File: config.mk
export PLATFORM = sky130hd
export DESIGN_NAME = scan_tap
export DESIGN_NICKNAME = d
export VERILOG_FILES = /design/src/rtl/tap_pkg.sv /design/src/rtl/tap_fsm.sv /design/src/rtl/tap_ir.sv /design/src/rtl/tap_dr.sv /design/src/rtl/scan_tap.sv
export SDC_FILE = /design/constraint.sdc
export NUM_CORES = 1
export LEC_CHECK = 0
export CORE_ASPECT_RATIO = 1.4
export CORE_MARGIN = 5
export CORE_UTILIZATION = 25
export CTS_BUF_LIST = sky130_fd_sc_hd__clkbuf_4 sky130_fd_sc_hd__clkbuf_8
export CTS_CLUSTER_DIAMETER = 200
export DETAILED_ROUTE_END_ITERATION = 8
export MAX_ROUTING_LAYER = met4
export PLACE_DENSITY = 0.4
export SKIP_CTS_REPAIR_TIMING = 1
export SYNTH_ARGS = -nofsm -noshare
export SYNTH_HDL_FRONTEND = slang
export SYNTH_SLANG_ARGS = --single-unit
File: constraint.sdc
create_clock -name tck -period 2.7 [get_ports tck]
set_input_delay 0.54 -clock tck [delete_from_list [all_inputs] [get_ports tck]]
set_output_delay 0.54 -clock tck [all_outputs]
set_load 0.01 [all_outputs]
File: src/rtl/tap_pkg.sv
package tap_pkg;

    localparam int unsigned IR_W = 3;

    typedef logic [IR_W-1:0] instr_t;

    localparam instr_t OP_IDCODE  = 3'b001;
    localparam instr_t OP_SAMPLE  = 3'b010;
    localparam instr_t OP_BYPASS  = 3'b111;
    localparam instr_t IR_CAPTURE = 3'b001;

    typedef enum logic [3:0] {
        ST_RESET,
        ST_IDLE,
        ST_SEL_DR,
        ST_CAP_DR,
        ST_SHF_DR,
        ST_EX1_DR,
        ST_PAU_DR,
        ST_EX2_DR,
        ST_UPD_DR,
        ST_SEL_IR,
        ST_CAP_IR,
        ST_SHF_IR,
        ST_EX1_IR,
        ST_PAU_IR,
        ST_EX2_IR,
        ST_UPD_IR
    } tap_state_e;

    typedef enum logic [1:0] {
        DSEL_BYPASS,
        DSEL_IDENT,
        DSEL_BOUNDARY
    } dsel_e;

    // Reserved codes fall back to the single-bit path.
    function automatic dsel_e decode_instr(instr_t op);
        dsel_e sel;
        case (op)
            OP_IDCODE: sel = DSEL_IDENT;
            OP_SAMPLE: sel = DSEL_BOUNDARY;
            default:   sel = DSEL_BYPASS;
        endcase
        return sel;
    endfunction

    function automatic tap_state_e tap_next(tap_state_e s, logic m);
        tap_state_e n;
        case (s)
            ST_RESET:  n = m ? ST_RESET  : ST_IDLE;
            ST_IDLE:   n = m ? ST_SEL_DR : ST_IDLE;
            ST_SEL_DR: n = m ? ST_SEL_IR : ST_CAP_DR;
            ST_CAP_DR: n = m ? ST_EX1_DR : ST_SHF_DR;
            ST_SHF_DR: n = m ? ST_EX1_DR : ST_SHF_DR;
            ST_EX1_DR: n = m ? ST_UPD_DR : ST_PAU_DR;
            ST_PAU_DR: n = m ? ST_EX2_DR : ST_PAU_DR;
            ST_EX2_DR: n = m ? ST_UPD_DR : ST_SHF_DR;
            ST_UPD_DR: n = m ? ST_SEL_DR : ST_IDLE;
            ST_SEL_IR: n = m ? ST_RESET  : ST_CAP_IR;
            ST_CAP_IR: n = m ? ST_EX1_IR : ST_SHF_IR;
            ST_SHF_IR: n = m ? ST_EX1_IR : ST_SHF_IR;
            ST_EX1_IR: n = m ? ST_UPD_IR : ST_PAU_IR;
            ST_PAU_IR: n = m ? ST_EX2_IR : ST_PAU_IR;
            ST_EX2_IR: n = m ? ST_UPD_IR : ST_SHF_IR;
            ST_UPD_IR: n = m ? ST_SEL_DR : ST_IDLE;
            default:   n = ST_RESET;
        endcase
        return n;
    endfunction

endpackage

File: src/rtl/tap_fsm.sv
module tap_fsm
    import tap_pkg::*;
(
    input  logic       tck,
    input  logic       rst_n,
    input  logic       tms,
    output tap_state_e state
);

    typedef struct packed {
        tap_state_e st;
    } fsm_regs_t;

    fsm_regs_t r_d, r_q;

    always_comb begin
        r_d    = r_q;
        r_d.st = tap_next(r_q.st, tms);
    end

    always_ff @(posedge tck or negedge rst_n) begin
        if (!rst_n) r_q <= '{st: ST_RESET};
        else        r_q <= r_d;
    end

    assign state = r_q.st;


    five_high_reset_chk: assert property (@(posedge tck) disable iff (!rst_n)
        (tms && $past(tms, 1) && $past(tms, 2) && $past(tms, 3) && $past(tms, 4))
        |=> (r_q.st == ST_RESET));

endmodule

File: src/rtl/tap_ir.sv
module tap_ir
    import tap_pkg::*;
(
    input  logic       tck,
    input  logic       rst_n,
    input  logic       tdi,
    input  tap_state_e state,
    output instr_t     instr,
    output logic       ser_out
);

    typedef struct packed {
        instr_t stage;
        instr_t active;
    } ir_regs_t;

    ir_regs_t r_d, r_q;

    always_comb begin
        r_d = r_q;
        case (state)
            ST_RESET:  r_d.active = OP_IDCODE;
            ST_CAP_IR: r_d.stage  = IR_CAPTURE;
            ST_SHF_IR: r_d.stage  = {tdi, r_q.stage[IR_W-1:1]};
            ST_UPD_IR: r_d.active = r_q.stage;
            default:   r_d        = r_q;
        endcase
    end

    always_ff @(posedge tck or negedge rst_n) begin
        if (!rst_n) r_q <= '{stage: IR_CAPTURE, active: OP_IDCODE};
        else        r_q <= r_d;
    end

    assign instr   = r_q.active;
    assign ser_out = r_q.stage[0];


    instr_hold_chk: assert property (@(posedge tck) disable iff (!rst_n)
        (state != ST_UPD_IR && state != ST_RESET) |=> $stable(r_q.active));


    reset_loads_idcode_chk: assert property (@(posedge tck) disable iff (!rst_n)
        (state == ST_RESET) |=> (r_q.active == OP_IDCODE));


    capture_pattern_chk: assert property (@(posedge tck) disable iff (!rst_n)
        (state == ST_CAP_IR) |=> (r_q.stage[1:0] == 2'b01));


    update_takes_stage_chk: assert property (@(posedge tck) disable iff (!rst_n)
        (state == ST_UPD_IR) |=> (r_q.active == $past(r_q.stage)));

endmodule

File: src/rtl/tap_dr.sv
module tap_dr
    import tap_pkg::*;
#(
    parameter int unsigned        ID_W    = 32,
    parameter int unsigned        BSR_W   = 90,
    parameter logic [ID_W-1:0]    ID_CODE = 32'h4D1C_6A35
) (
    input  logic             tck,
    input  logic             rst_n,
    input  logic             tdi,
    input  tap_state_e       state,
    input  instr_t           instr,
    input  logic [BSR_W-1:0] io_ring,
    output logic             ser_out
);

    typedef struct packed {
        logic             byp;
        logic [ID_W-1:0]  ident;
        logic [BSR_W-1:0] bsr;
    } dr_regs_t;

    dr_regs_t r_d, r_q;
    dsel_e    sel;

    assign sel = decode_instr(instr);

    always_comb begin
        r_d = r_q;
        if (state == ST_CAP_DR) begin
            case (sel)
                DSEL_IDENT:    r_d.ident = ID_CODE;
                DSEL_BOUNDARY: r_d.bsr   = io_ring;
                default:       r_d.byp   = 1'b0;
            endcase
        end else if (state == ST_SHF_DR) begin
            case (sel)
                DSEL_IDENT:    r_d.ident = {tdi, r_q.ident[ID_W-1:1]};
                DSEL_BOUNDARY: r_d.bsr   = {tdi, r_q.bsr[BSR_W-1:1]};
                default:       r_d.byp   = tdi;
            endcase
        end
    end

    always_ff @(posedge tck or negedge rst_n) begin
        if (!rst_n) r_q <= '{byp: 1'b0, ident: ID_CODE, bsr: '0};
        else        r_q <= r_d;
    end

    always_comb begin
        case (sel)
            DSEL_IDENT:    ser_out = r_q.ident[0];
            DSEL_BOUNDARY: ser_out = r_q.bsr[0];
            default:       ser_out = r_q.byp;
        endcase
    end


    bypass_clear_chk: assert property (@(posedge tck) disable iff (!rst_n)
        (state == ST_CAP_DR && instr == OP_BYPASS) |=> (r_q.byp == 1'b0));


    reserved_bypass_chk: assert property (@(posedge tck) disable iff (!rst_n)
        (state == ST_CAP_DR && instr != OP_IDCODE && instr != OP_SAMPLE)
        |=> (r_q.byp == 1'b0));


    ident_capture_chk: assert property (@(posedge tck) disable iff (!rst_n)
        (state == ST_CAP_DR && instr == OP_IDCODE) |=> (r_q.ident == ID_CODE));


    ring_capture_chk: assert property (@(posedge tck) disable iff (!rst_n)
        (state == ST_CAP_DR && instr == OP_SAMPLE) |=> (r_q.bsr == $past(io_ring)));

endmodule

File: src/rtl/scan_tap.sv
module scan_tap
    import tap_pkg::*;
#(
    parameter int unsigned     ID_W    = 32,
    parameter int unsigned     BSR_W   = 90,
    parameter logic [ID_W-1:0] ID_CODE = 32'h4D1C_6A35
) (
    input  logic             tck,
    input  logic             pwr_rst_n,
    input  logic             tms,
    input  logic             tdi,
    input  logic [BSR_W-1:0] io_ring,
    output logic             tdo,
    output logic             tdo_oe
);

    tap_state_e state;
    instr_t     instr;
    logic       ir_so;
    logic       dr_so;

    tap_fsm i_fsm (
        .tck   (tck),
        .rst_n (pwr_rst_n),
        .tms   (tms),
        .state (state)
    );

    tap_ir i_ir (
        .tck     (tck),
        .rst_n   (pwr_rst_n),
        .tdi     (tdi),
        .state   (state),
        .instr   (instr),
        .ser_out (ir_so)
    );

    tap_dr #(
        .ID_W    (ID_W),
        .BSR_W   (BSR_W),
        .ID_CODE (ID_CODE)
    ) i_dr (
        .tck     (tck),
        .rst_n   (pwr_rst_n),
        .tdi     (tdi),
        .state   (state),
        .instr   (instr),
        .io_ring (io_ring),
        .ser_out (dr_so)
    );

    typedef struct packed {
        logic dout;
        logic oe;
    } out_regs_t;

    out_regs_t o_d, o_q;

    always_comb begin
        o_d.oe   = (state == ST_SHF_IR) || (state == ST_SHF_DR);
        o_d.dout = (state == ST_SHF_IR) ? ir_so : dr_so;
    end

    always_ff @(negedge tck or negedge pwr_rst_n) begin
        if (!pwr_rst_n) o_q <= '{dout: 1'b0, oe: 1'b0};
        else            o_q <= o_d;
    end

    assign tdo    = o_q.dout;
    assign tdo_oe = o_q.oe;


    enable_in_shift_chk: assert property (@(posedge tck) disable iff (!pwr_rst_n)
        tdo_oe == ((state == ST_SHF_IR) || (state == ST_SHF_DR)));


    reset_state_quiet_chk: assert property (@(posedge tck) disable iff (!pwr_rst_n)
        (state == ST_RESET) |-> !tdo_oe);

endmodule

; Word level (Yosys, flattened, before mapping)
; Cells that the tools add are included.
; W data, S select, Z words.
[totals]
regBits = 135
input_bits = 94
[classes]
eq_ne = 21
n_mux = 26
reduce_logical = 12
[ops]
columns = cell, n
row1 = $mux W123, 2
row2 = $mux W90, 2
row3 = $mux W32, 2
row4 = $pmux W4 S12, 1
row5 = $eq A4 B4 Y1 const B, 8
row6 = $eq A4 B3 Y1 const B, 4
row7 = $mux W4, 4
row8 = $pmux W3 S2, 2
row9 = $eq A4 B2 Y1 const B, 2
row10 = $mux W1, 6
row11 = $mux W2, 3
row12 = $mux W3, 2
row13 = $reduce_bool A2 Y1, 3
row14 = $reduce_or A2 Y1, 3
row15 = $eq A4 B1 Y1 const B, 1
row16 = $logic_not A4 Y1, 1
row17 = $ne A2 B2 Y1 const B, 2
row18 = $pmux W2 S2, 1
row19 = $reduce_and A2 Y1, 2
row20 = $eq A3 B1 Y1 const B, 1
row21 = $eq A3 B2 Y1 const B, 1
row22 = $reduce_and A3 Y1, 1
row23 = $reduce_or A3 Y1, 1
row24 = $eq A2 B1 Y1 const B, 1
row25 = 3 further kinds, 3

; Depth between registers and ports, before layout
; Gate-level depths: netlist of the first run.
[depth]
depth_word = 7
mapped_depth = 9
depth_no_buf = 7

; Hierarchy
; From an unflattened synthesis of the first run, not the netlist that was laid out.
[unflattened]
hier_cells = 501
area_unflattened_um2 = 7098.1
[by_module_without_submodules]
columns = mod, n_inst, area_each_um2, seq_area_each_um2, cells_per_inst
row1 = tap_dr, 1, 6396.1, 3096.7, 426
row2 = tap_fsm, 1, 314.1, 100.1, 37
row3 = tap_ir, 1, 304.0, 152.6, 32
row4 = scan_tap, 1, 83.8, 50.0, 6

==> load_flow_metrics.sql, run 1 <==
INSERT INTO impl_metrics (metric_group, metric, value, unit) VALUES
('die', 'die_height', '196', 'um'),
('timing', 'final-setup-viol-count', '3', ''),
('synthesis', 'synthesized_area_per_cell', '9.93', 'um2'),
('setup_path', 'worstPathArrival', '1960', 'ps'),
('setup_path', 'startpoint', 'i_ir.instr[0]', ''),
('synthesis', 'synth_area', '0.00619', 'mm2'),
('place', 'dp.final_hpwl', '9380', 'um'),
('global_route', 'number_of_antenna_violations_at_the_first_check_in_global_routing', '0', ''),
('global_route', 'track_usage', '0.108', ''),
('synthesis', 'synth_nets', '720', ''),
('global_route', 'grt_max_degree', '134', ''),
('die', 'io_pins', '96', ''),
('routing', 'wire_per_inst', '13.6', 'um'),
('place', 'gpl.final_weighted_congestion', '0.701', ''),
('timing', 'setup_ws', '-381', 'ps'),
('clock_tree', 'maximum_root_to_sink_buffer_count', '2', ''),
('pwr', 'design_power_total', '6.08', 'mW'),
('routing', 'wl', '14200', 'um'),
('die', 'fp.coreArea', '0.0246', 'mm2'),
('global_route', 'grt_first_pass_wirelength', '23600', 'um'),
('place', 'dpl_cell_area', '0.00750', 'mm2'),
('routing', 'drtIter0Drc', '119', ''),
('global_route', 'global_route.overflow_total', '0', ''),
('routing', 'count_of_nets_left_with_antenna_violations_after_detail_routing', '0', ''),
('setup_path', 'worstReg2RegEnd', 'tdo', ''),
('clock_tree', 'clockRootBuffer', 'sky130_fd_sc_hd__clkbuf_8', ''),
('clock_tree', 'cts_buffers', '17', ''),
('die', 'floorplan.die.width', '143', 'um'),
('timing', 'timing.setup.tns', '-533', 'ps'),
('finish', 'area_growth_syn_to_layout', '28.1', '%'),
('setup_path', 'critical_path.startpoint_type', 'flop', ''),
('place', 'portBuffers', '95', ''),
('die', 'rows', '68', ''),
('outcome', 'violations_in_the_final_reports', 'setup timing', ''),
('timing', 'timing_max_transition_violations_final', '0', ''),
('setup_path', 'ff2ff_setup_slack', '-380', 'ps'),
('clock_tree', 'clk_latency', '430', 'ps'),
('global_route', 'via_count_of_the_first_global_routing_pass', '4792', ''),
('pwr', 'power_density', '766', 'mW/mm2'),
('timing', 'clock_skew_after_layout', '44.6', 'ps'),
('synthesis', 'synth_seq_area_share', '0.549', ''),
('setup_path', 'r2r.worst_path.cells', '7', ''),
('synthesis', 'yosys.cell_types.count', '33', ''),
('timing', 'timing.slew.headroom', '0.491', ''),
('finish', 'nFillCells', '2471', ''),
('setup_path', 'crit_path_largest_cell_delay', '540', 'ps'),
('finish', 'seq_area', '0.00340', 'mm2'),
('routing', 'drt_first_pass_iters', '4', ''),
('finish', 'final_layout_size_suffix_gt1_frac', '0.109', ''),
('hold_path', 'class_of_the_worst_hold_path', 'input port to asynchronous set/reset pin', ''),
('synthesis', 'synthesis_stage_register_bit_count', '135', ''),
('finish', 'fin_nets', '807', ''),
('outcome', 'outcome', 'finished, violations left', ''),
('setup_path', 'required', '1580', 'ps'),
('place', 'place_ws', '-297', 'ps'),
('synthesis', 'syn-instance-count', '624', ''),
('routing', 'post_drt_via_cell_ratio', '4.33', ''),
('finish', 'layout_commonest_cell', 'sky130_fd_sc_hd__nand2_1', ''),
('pwr', 'power.ir.vdd_worst', '0.290', 'mV'),
('finish', 'antenna_cells', '0', ''),
('timing', 'final.hold.worst_slack', '186', 'ps'),
('setup_path', 'critical_path.max_fanout', '2', ''),
('timing', 'tightestPinTransition', '763', 'ps'),
('setup_path', 'type_of_the_worst_setup_path', 'flop to flop', ''),
('die', 'total_die_area', '0.0281', 'mm2'),
('setup_path', 'worst_r2r_startpoint', 'i_ir.instr[0]', ''),
('clock_tree', 'clk_pin_slew', '70', 'ps'),
('finish', 'layout.cells.most_common_list', '153 x sky130_fd_sc_hd__nand2_1, 116 x sky130_fd_sc_hd__dfrtp_1, 92 x sky130_fd_sc_hd__clkdlybuf4s50_1', ''),
('clock_tree', 'cts_tree', 'built', ''),
('setup_path', 'worstSetupEndpointType', 'flop', ''),
('finish', 'design_area', '0.00794', 'mm2');
==> cell families (layout without fill, tap and decap cells) <==
| group | after synthesis | count (layout) | synth area share |
|---|---|---|---|
| AND/OR/NAND/NOR | 191 | 191 | 0.124 |
| AO/OA/AOI/OAI | 150 | 150 | 0.126 |
| flip-flops | 135 | 135 | 0.549 |
| multiplexers | 91 | 91 | 0.147 |
| buffers and inverters | 54 | 153 | 0.0475 |
| adder cells (fa/ha/maj) | 2 | 2 | 0.00404 |
| XOR/XNOR | 1 | 1 | 0.00141 |
==> critical path: cells and delay by family, from the launching register on <==
family	cells	cell delay, ps
AND/OR/NAND/NOR	1	160
multiplexers	1	260
flip-flops	1	540
adder cells (fa/ha/maj)	1	190
AO/OA/AOI/OAI	2	280
buffers and inverters	2	110
==> power breakdown <==
part           leakage (nW)  switching [mW]  internal [mW]
Sequential             1.34           0.165           2.40
Clock                 0.208           0.802          0.970
Combinational          1.85           0.978          0.766
==> through the flow <==
step,utilization,std cells
6_report,0.323,1038
5_1_grt,0.323,1038
4_1_cts,0.322,1037
3_5_place_dp,0.305,1006
3_3_place_gp,0.305,1006
2_1_floorplan,-,624
==> worst min path at each step <==
stage / startpoint / endpoint / slack, ps / cells after the start
final: pwr_rst_n / i_fsm.state[1] / 190 / 2
after global routing: pwr_rst_n / i_fsm.state[1] / 250 / 2
after CTS: pwr_rst_n / i_fsm.state[1] / 240 / 2
after detailed placement: i_dr.r_q[97] / i_dr.r_q[97] / 470 / 2
after global placement: i_dr.r_q[100] / i_dr.r_q[100] / 460 / 2
after floorplan: pwr_rst_n / i_dr.r_q[0] / 240 / 0
==> registers in the layout (all words and copies together) (netlist names) <==
register and count:
i_dr.r_q 123, i_fsm.state 4, i_ir.instr 3, i_ir.r_q 2, i_ir.ser_out 1, tdo 1, tdo_oe 1
==> synthesized netlist by cell type <==
cell type	instances	area share
sky130_fd_sc_hd__a211oi_1	1	0.0012
sky130_fd_sc_hd__nand2_1	153	0.093
sky130_fd_sc_hd__a211o_1	2	0.0028
sky130_fd_sc_hd__nor2b_1	2	0.0020
sky130_fd_sc_hd__o21ai_1	90	0.073
sky130_fd_sc_hd__nor2_1	21	0.013
sky130_fd_sc_hd__clkbuf_1	21	0.013
sky130_fd_sc_hd__dfrtn_1	2	0.0081
sky130_fd_sc_hd__or3_1	1	0.0010
sky130_fd_sc_hd__nor4bb_1	1	0.0016
sky130_fd_sc_hd__nand2b_1	1	0.0010
sky130_fd_sc_hd__a21oi_1	7	0.0057
sky130_fd_sc_hd__inv_1	8	0.0048
sky130_fd_sc_hd__o21ai_2	2	0.0028
sky130_fd_sc_hd__mux2i_1	90	0.15
sky130_fd_sc_hd__dfrtp_1	116	0.47
sky130_fd_sc_hd__nor4b_4	1	0.0038
sky130_fd_sc_hd__dfstp_2	17	0.072
sky130_fd_sc_hd__mux2_2	1	0.0018
sky130_fd_sc_hd__xnor2_1	1	0.0014
sky130_fd_sc_hd__ha_1	2	0.0040
sky130_fd_sc_hd__buf_6	6	0.011
sky130_fd_sc_hd__buf_4	9	0.011
sky130_fd_sc_hd__a22oi_1	1	0.0012
sky130_fd_sc_hd__nor3_1	3	0.0024
sky130_fd_sc_hd__buf_2	10	0.0081
sky130_fd_sc_hd__o211ai_1	1	0.0012
sky130_fd_sc_hd__nand3_1	5	0.0040
sky130_fd_sc_hd__a221oi_1	2	0.0028
sky130_fd_sc_hd__o22ai_1	2	0.0020
sky130_fd_sc_hd__and3_1	2	0.0020
sky130_fd_sc_hd__o21ai_0	42	0.034
sky130_fd_sc_hd__nand4_1	1	0.0010
==> layer usage <==
layer  routed length (um)  global-route usage
met1                 6150               0.126
met3                  500              0.0249
met5                    0                   -
met2                 7240               0.178
met4                  271              0.0433
==> final cells by class <==
cell class,instances,area share
clock buffers,20,0.0339
inverters,8,0.00378
clock inverters,11,0.0189
multi-input cells,435,0.321
flip-flops and latches,135,0.428
well taps,315,0.0497
repair buffers,114,0.145
(Power assumes the default switching activity.)
==> run 2, diff against run 1 <==
--- a/config.mk
+++ b/config.mk
@@ -5,15 +5,16 @@
 export SDC_FILE = /design/constraint.sdc
 export NUM_CORES = 1
 export LEC_CHECK = 0
-export CORE_ASPECT_RATIO = 1.4
 export CORE_MARGIN = 5
 export CORE_UTILIZATION = 25
 export CTS_BUF_LIST = sky130_fd_sc_hd__clkbuf_4 sky130_fd_sc_hd__clkbuf_8
 export CTS_CLUSTER_DIAMETER = 200
 export DETAILED_ROUTE_END_ITERATION = 8
+export DONT_BUFFER_PORTS = 1
 export MAX_ROUTING_LAYER = met4
-export PLACE_DENSITY = 0.4
+export PLACE_DENSITY = 0.35
 export SKIP_CTS_REPAIR_TIMING = 1
+export SLEW_MARGIN = 5
 export SYNTH_ARGS = -nofsm -noshare
 export SYNTH_HDL_FRONTEND = slang
 export SYNTH_SLANG_ARGS = --single-unit
==> load_flow_metrics.sql, run 2 (synthesis results as in run 1) <==
INSERT INTO impl_metrics (metric_group, metric, value, unit) VALUES
('pwr', 'p_clk_frac', '0.299', ''),
('global_route', 'global_route.overflow_total', '0', ''),
('routing', 'wl', '13700', 'um'),
('setup_path', 'r2r.worst_path.cells', '7', ''),
('timing', 'timing.setup.tns', '-373', 'ps'),
('outcome', 'violations_in_the_final_reports', 'hold timing, setup timing', ''),
('setup_path', 'critical_path.most_common_cell', 'sky130_fd_sc_hd__inv_1', ''),
('place', 'dp.final_hpwl', '8690', 'um'),
('pwr', 'power.ir.vdd_worst', '0.321', 'mV'),
('setup_path', 'type_of_the_worst_setup_path', 'flop to flop', ''),
('pwr', 'swShare', '0.334', ''),
('hold_path', 'class_of_the_worst_hold_path', 'input port to asynchronous set/reset pin', ''),
('finish', 'design_area', '0.00693', 'mm2'),
('setup_path', 'ff2ff_setup_slack', '-350', 'ps'),
('timing', 'setup_ws', '-350', 'ps'),
('run', 'cap_viol_max_count', '0', ''),
('pwr', 'leakagePower', '2.97', 'nW'),
('finish', 'area_growth_syn_to_layout', '11.9', '%'),
('global_route', 'grt_first_pass_wirelength', '22700', 'um'),
('setup_path', 'startpoint', 'i_ir.instr[0]', ''),
('clock_tree', 'cts_tree', 'built', ''),
('finish', 'max_flop_register', 'i_dr.r_q', ''),
('timing', 'rsz0062_at_grt', 'yes', ''),
('finish', 'final_layout_size_suffix_gt1_frac', '0.117', ''),
('timing', 'final-setup-viol-count', '3', ''),
('clock_tree', 'tritoncts_num_sinks', '135', ''),
('setup_path', 'crit_path_largest_cell_delay', '530', 'ps'),
('pwr', 'net-switching-power', '1.95', 'mW'),
('die', 'total_die_area', '0.0280', 'mm2'),
('setup_path', 'critical_path.max_fanout', '2', ''),
('global_route', 'grt_max_degree', '143', ''),
('finish', 'fin_nets', '709', ''),
('routing', 'drt_first_pass_iters', '4', ''),
('outcome', 'outcome', 'finished, violations left', ''),
('setup_path', 'crit_path_cells', 'inv_1 -> nor3_2 -> inv_1 -> ha_2 -> a22oi_2 -> o21ai_1 -> mux2_2', ''),
('die', 'die_height', '167', 'um'),
('die', 'floorplan.initialDensity', '0.254', ''),
('setup_path', 'worstReg2RegEnd', 'tdo', ''),
('timing', 'timing_max_transition_violations_final', '0', ''),
('setup_path', 'required', '1580', 'ps'),
('global_route', 'via_count_of_the_first_global_routing_pass', '4271', ''),
('routing', 'drtIter0Drc', '219', ''),
('global_route', 'number_of_antenna_violations_at_the_first_check_in_global_routing', '1', ''),
('pwr', 'power_density', '842', 'mW/mm2'),
('pwr', 'design_power_total', '5.84', 'mW'),
('setup_path', 'timing.critical_path.slowest_stage_cell', 'sky130_fd_sc_hd__dfstp_2', ''),
('die', 'rows', '57', ''),
('setup_path', 'critical_path.startpoint_type', 'flop', ''),
('routing', 'drc', '0', ''),
('timing', 'tightestPinTransition', '665', 'ps'),
('routing', 'wire_per_inst', '14.4', 'um'),
('clock_tree', 'clk_pin_slew', '90', 'ps'),
('setup_path', 'worst_r2r_startpoint', 'i_ir.instr[0]', ''),
('finish', 'nFillCells', '2640', ''),
('place', 'gpl.final_weighted_congestion', '0.706', ''),
('finish', 'fin_util', '0.284', ''),
('die', 'floorplan.die.width', '167', 'um'),
('finish', 'layout_commonest_cell', 'sky130_fd_sc_hd__nand2_1', ''),
('timing', 'final.hold.worst_slack', '-208', 'ps'),
('timing', 'clock_skew_after_layout', '49.4', 'ps'),
('routing', 'post_drt_via_cell_ratio', '4.34', ''),
('place', 'dpl_cell_area', '0.00652', 'mm2'),
('pwr', 'power.share.combinational', '0.262', ''),
('clock_tree', 'clk_latency', '430', 'ps'),
('clock_tree', 'cts_buffers', '17', ''),
('routing', 'vias_after_detailed_routing', '4124', ''),
('die', 'io_pins', '96', ''),
('finish', 'layout.cells.most_common_list', '153 x sky130_fd_sc_hd__nand2_1, 116 x sky130_fd_sc_hd__dfrtp_1, 91 x sky130_fd_sc_hd__o21ai_1', ''),
('global_route', 'track_usage', '0.104', ''),
('die', 'fp.coreArea', '0.0244', 'mm2'),
('setup_path', 'worstSetupEndpointType', 'flop', ''),
('clock_tree', 'cts_htree_levels', '4', ''),
('timing', 'hold_violations', '121', ''),
('finish', 'largest_register_ffs', '123', ''),
('clock_tree', 'maximum_root_to_sink_buffer_count', '2', ''),
('setup_path', 'worstPathArrival', '1930', 'ps'),
('timing', 'timing.slew.headroom', '0.557', ''),
('pwr', 'cellInternalPower', '3.89', 'mW'),
('pwr', 'pwr-share-seq', '0.439', ''),
('clock_tree', 'clockRootBuffer', 'sky130_fd_sc_hd__clkbuf_8', ''),
('routing', 'count_of_nets_left_with_antenna_violations_after_detail_routing', '0', ''),
('place', 'portBuffers', '0', '');
run 2: layout make-up:
| cell class | instances | area, um2 | share of cell area |
|---|---|---|---|
| Multi-Input combinational cell | 435 | 2530 | 0.366 |
| Inverter | 8 | 30.0 | 0.00433 |
| Clock buffer | 18 | 241 | 0.0348 |
| Antenna cell | 1 | 2.50 | 0.000361 |
| Clock inverter | 14 | 160 | 0.0231 |
| Sequential cell | 135 | 3400 | 0.490 |
| Timing Repair Buffer | 16 | 158 | 0.0227 |
| Tap cell | 324 | 405 | 0.0585 |
run 2: power by group through the flow:
stage               registers [mW]  clock network [mW]  logic, mW
CTS                           2.57                1.85       1.56
detailed placement            2.61                   0       1.55
floorplan                     2.57                   0       1.26
global route                  2.61                1.94       1.75
finish                        2.56                1.75       1.53
global placement              2.60                   0       1.53
run 2: critical path, delay by kind of cell (launching register included):
family | cells | cell delay (ps)
flip-flops | 1 | 530
AO/OA/AOI/OAI | 2 | 260
multiplexers | 1 | 260
adder cells (fa/ha/maj) | 1 | 180
AND/OR/NAND/NOR | 1 | 150
buffers and inverters | 2 | 120
run 2: worst max path at each step:
stage,endpoint,slack [ps],depth (start not counted)
after floorplan,tdo,-190,7
after global placement,tdo,-270,7
after detailed placement,tdo,-380,7
after CTS,tdo,-450,7
after global routing,tdo,-470,7
final,tdo,-350,7
run 2: stage by stage:
stage                     instances  worst slack (ps)
after global routing            951              -468
final                           951              -350
after global placement          918              -271
after floorplan                 624              -192
after detailed placement        918              -377
after CTS                       950              -451
run 2: metal layers:
metal,share of wire,GRT usage,vias up
met1,0.45,0.125,1947
met4,0.011,0.0328,0
met3,0.076,0.0483,8
li1,-,-,2096
met2,0.46,0.156,73
met5,0,-,-
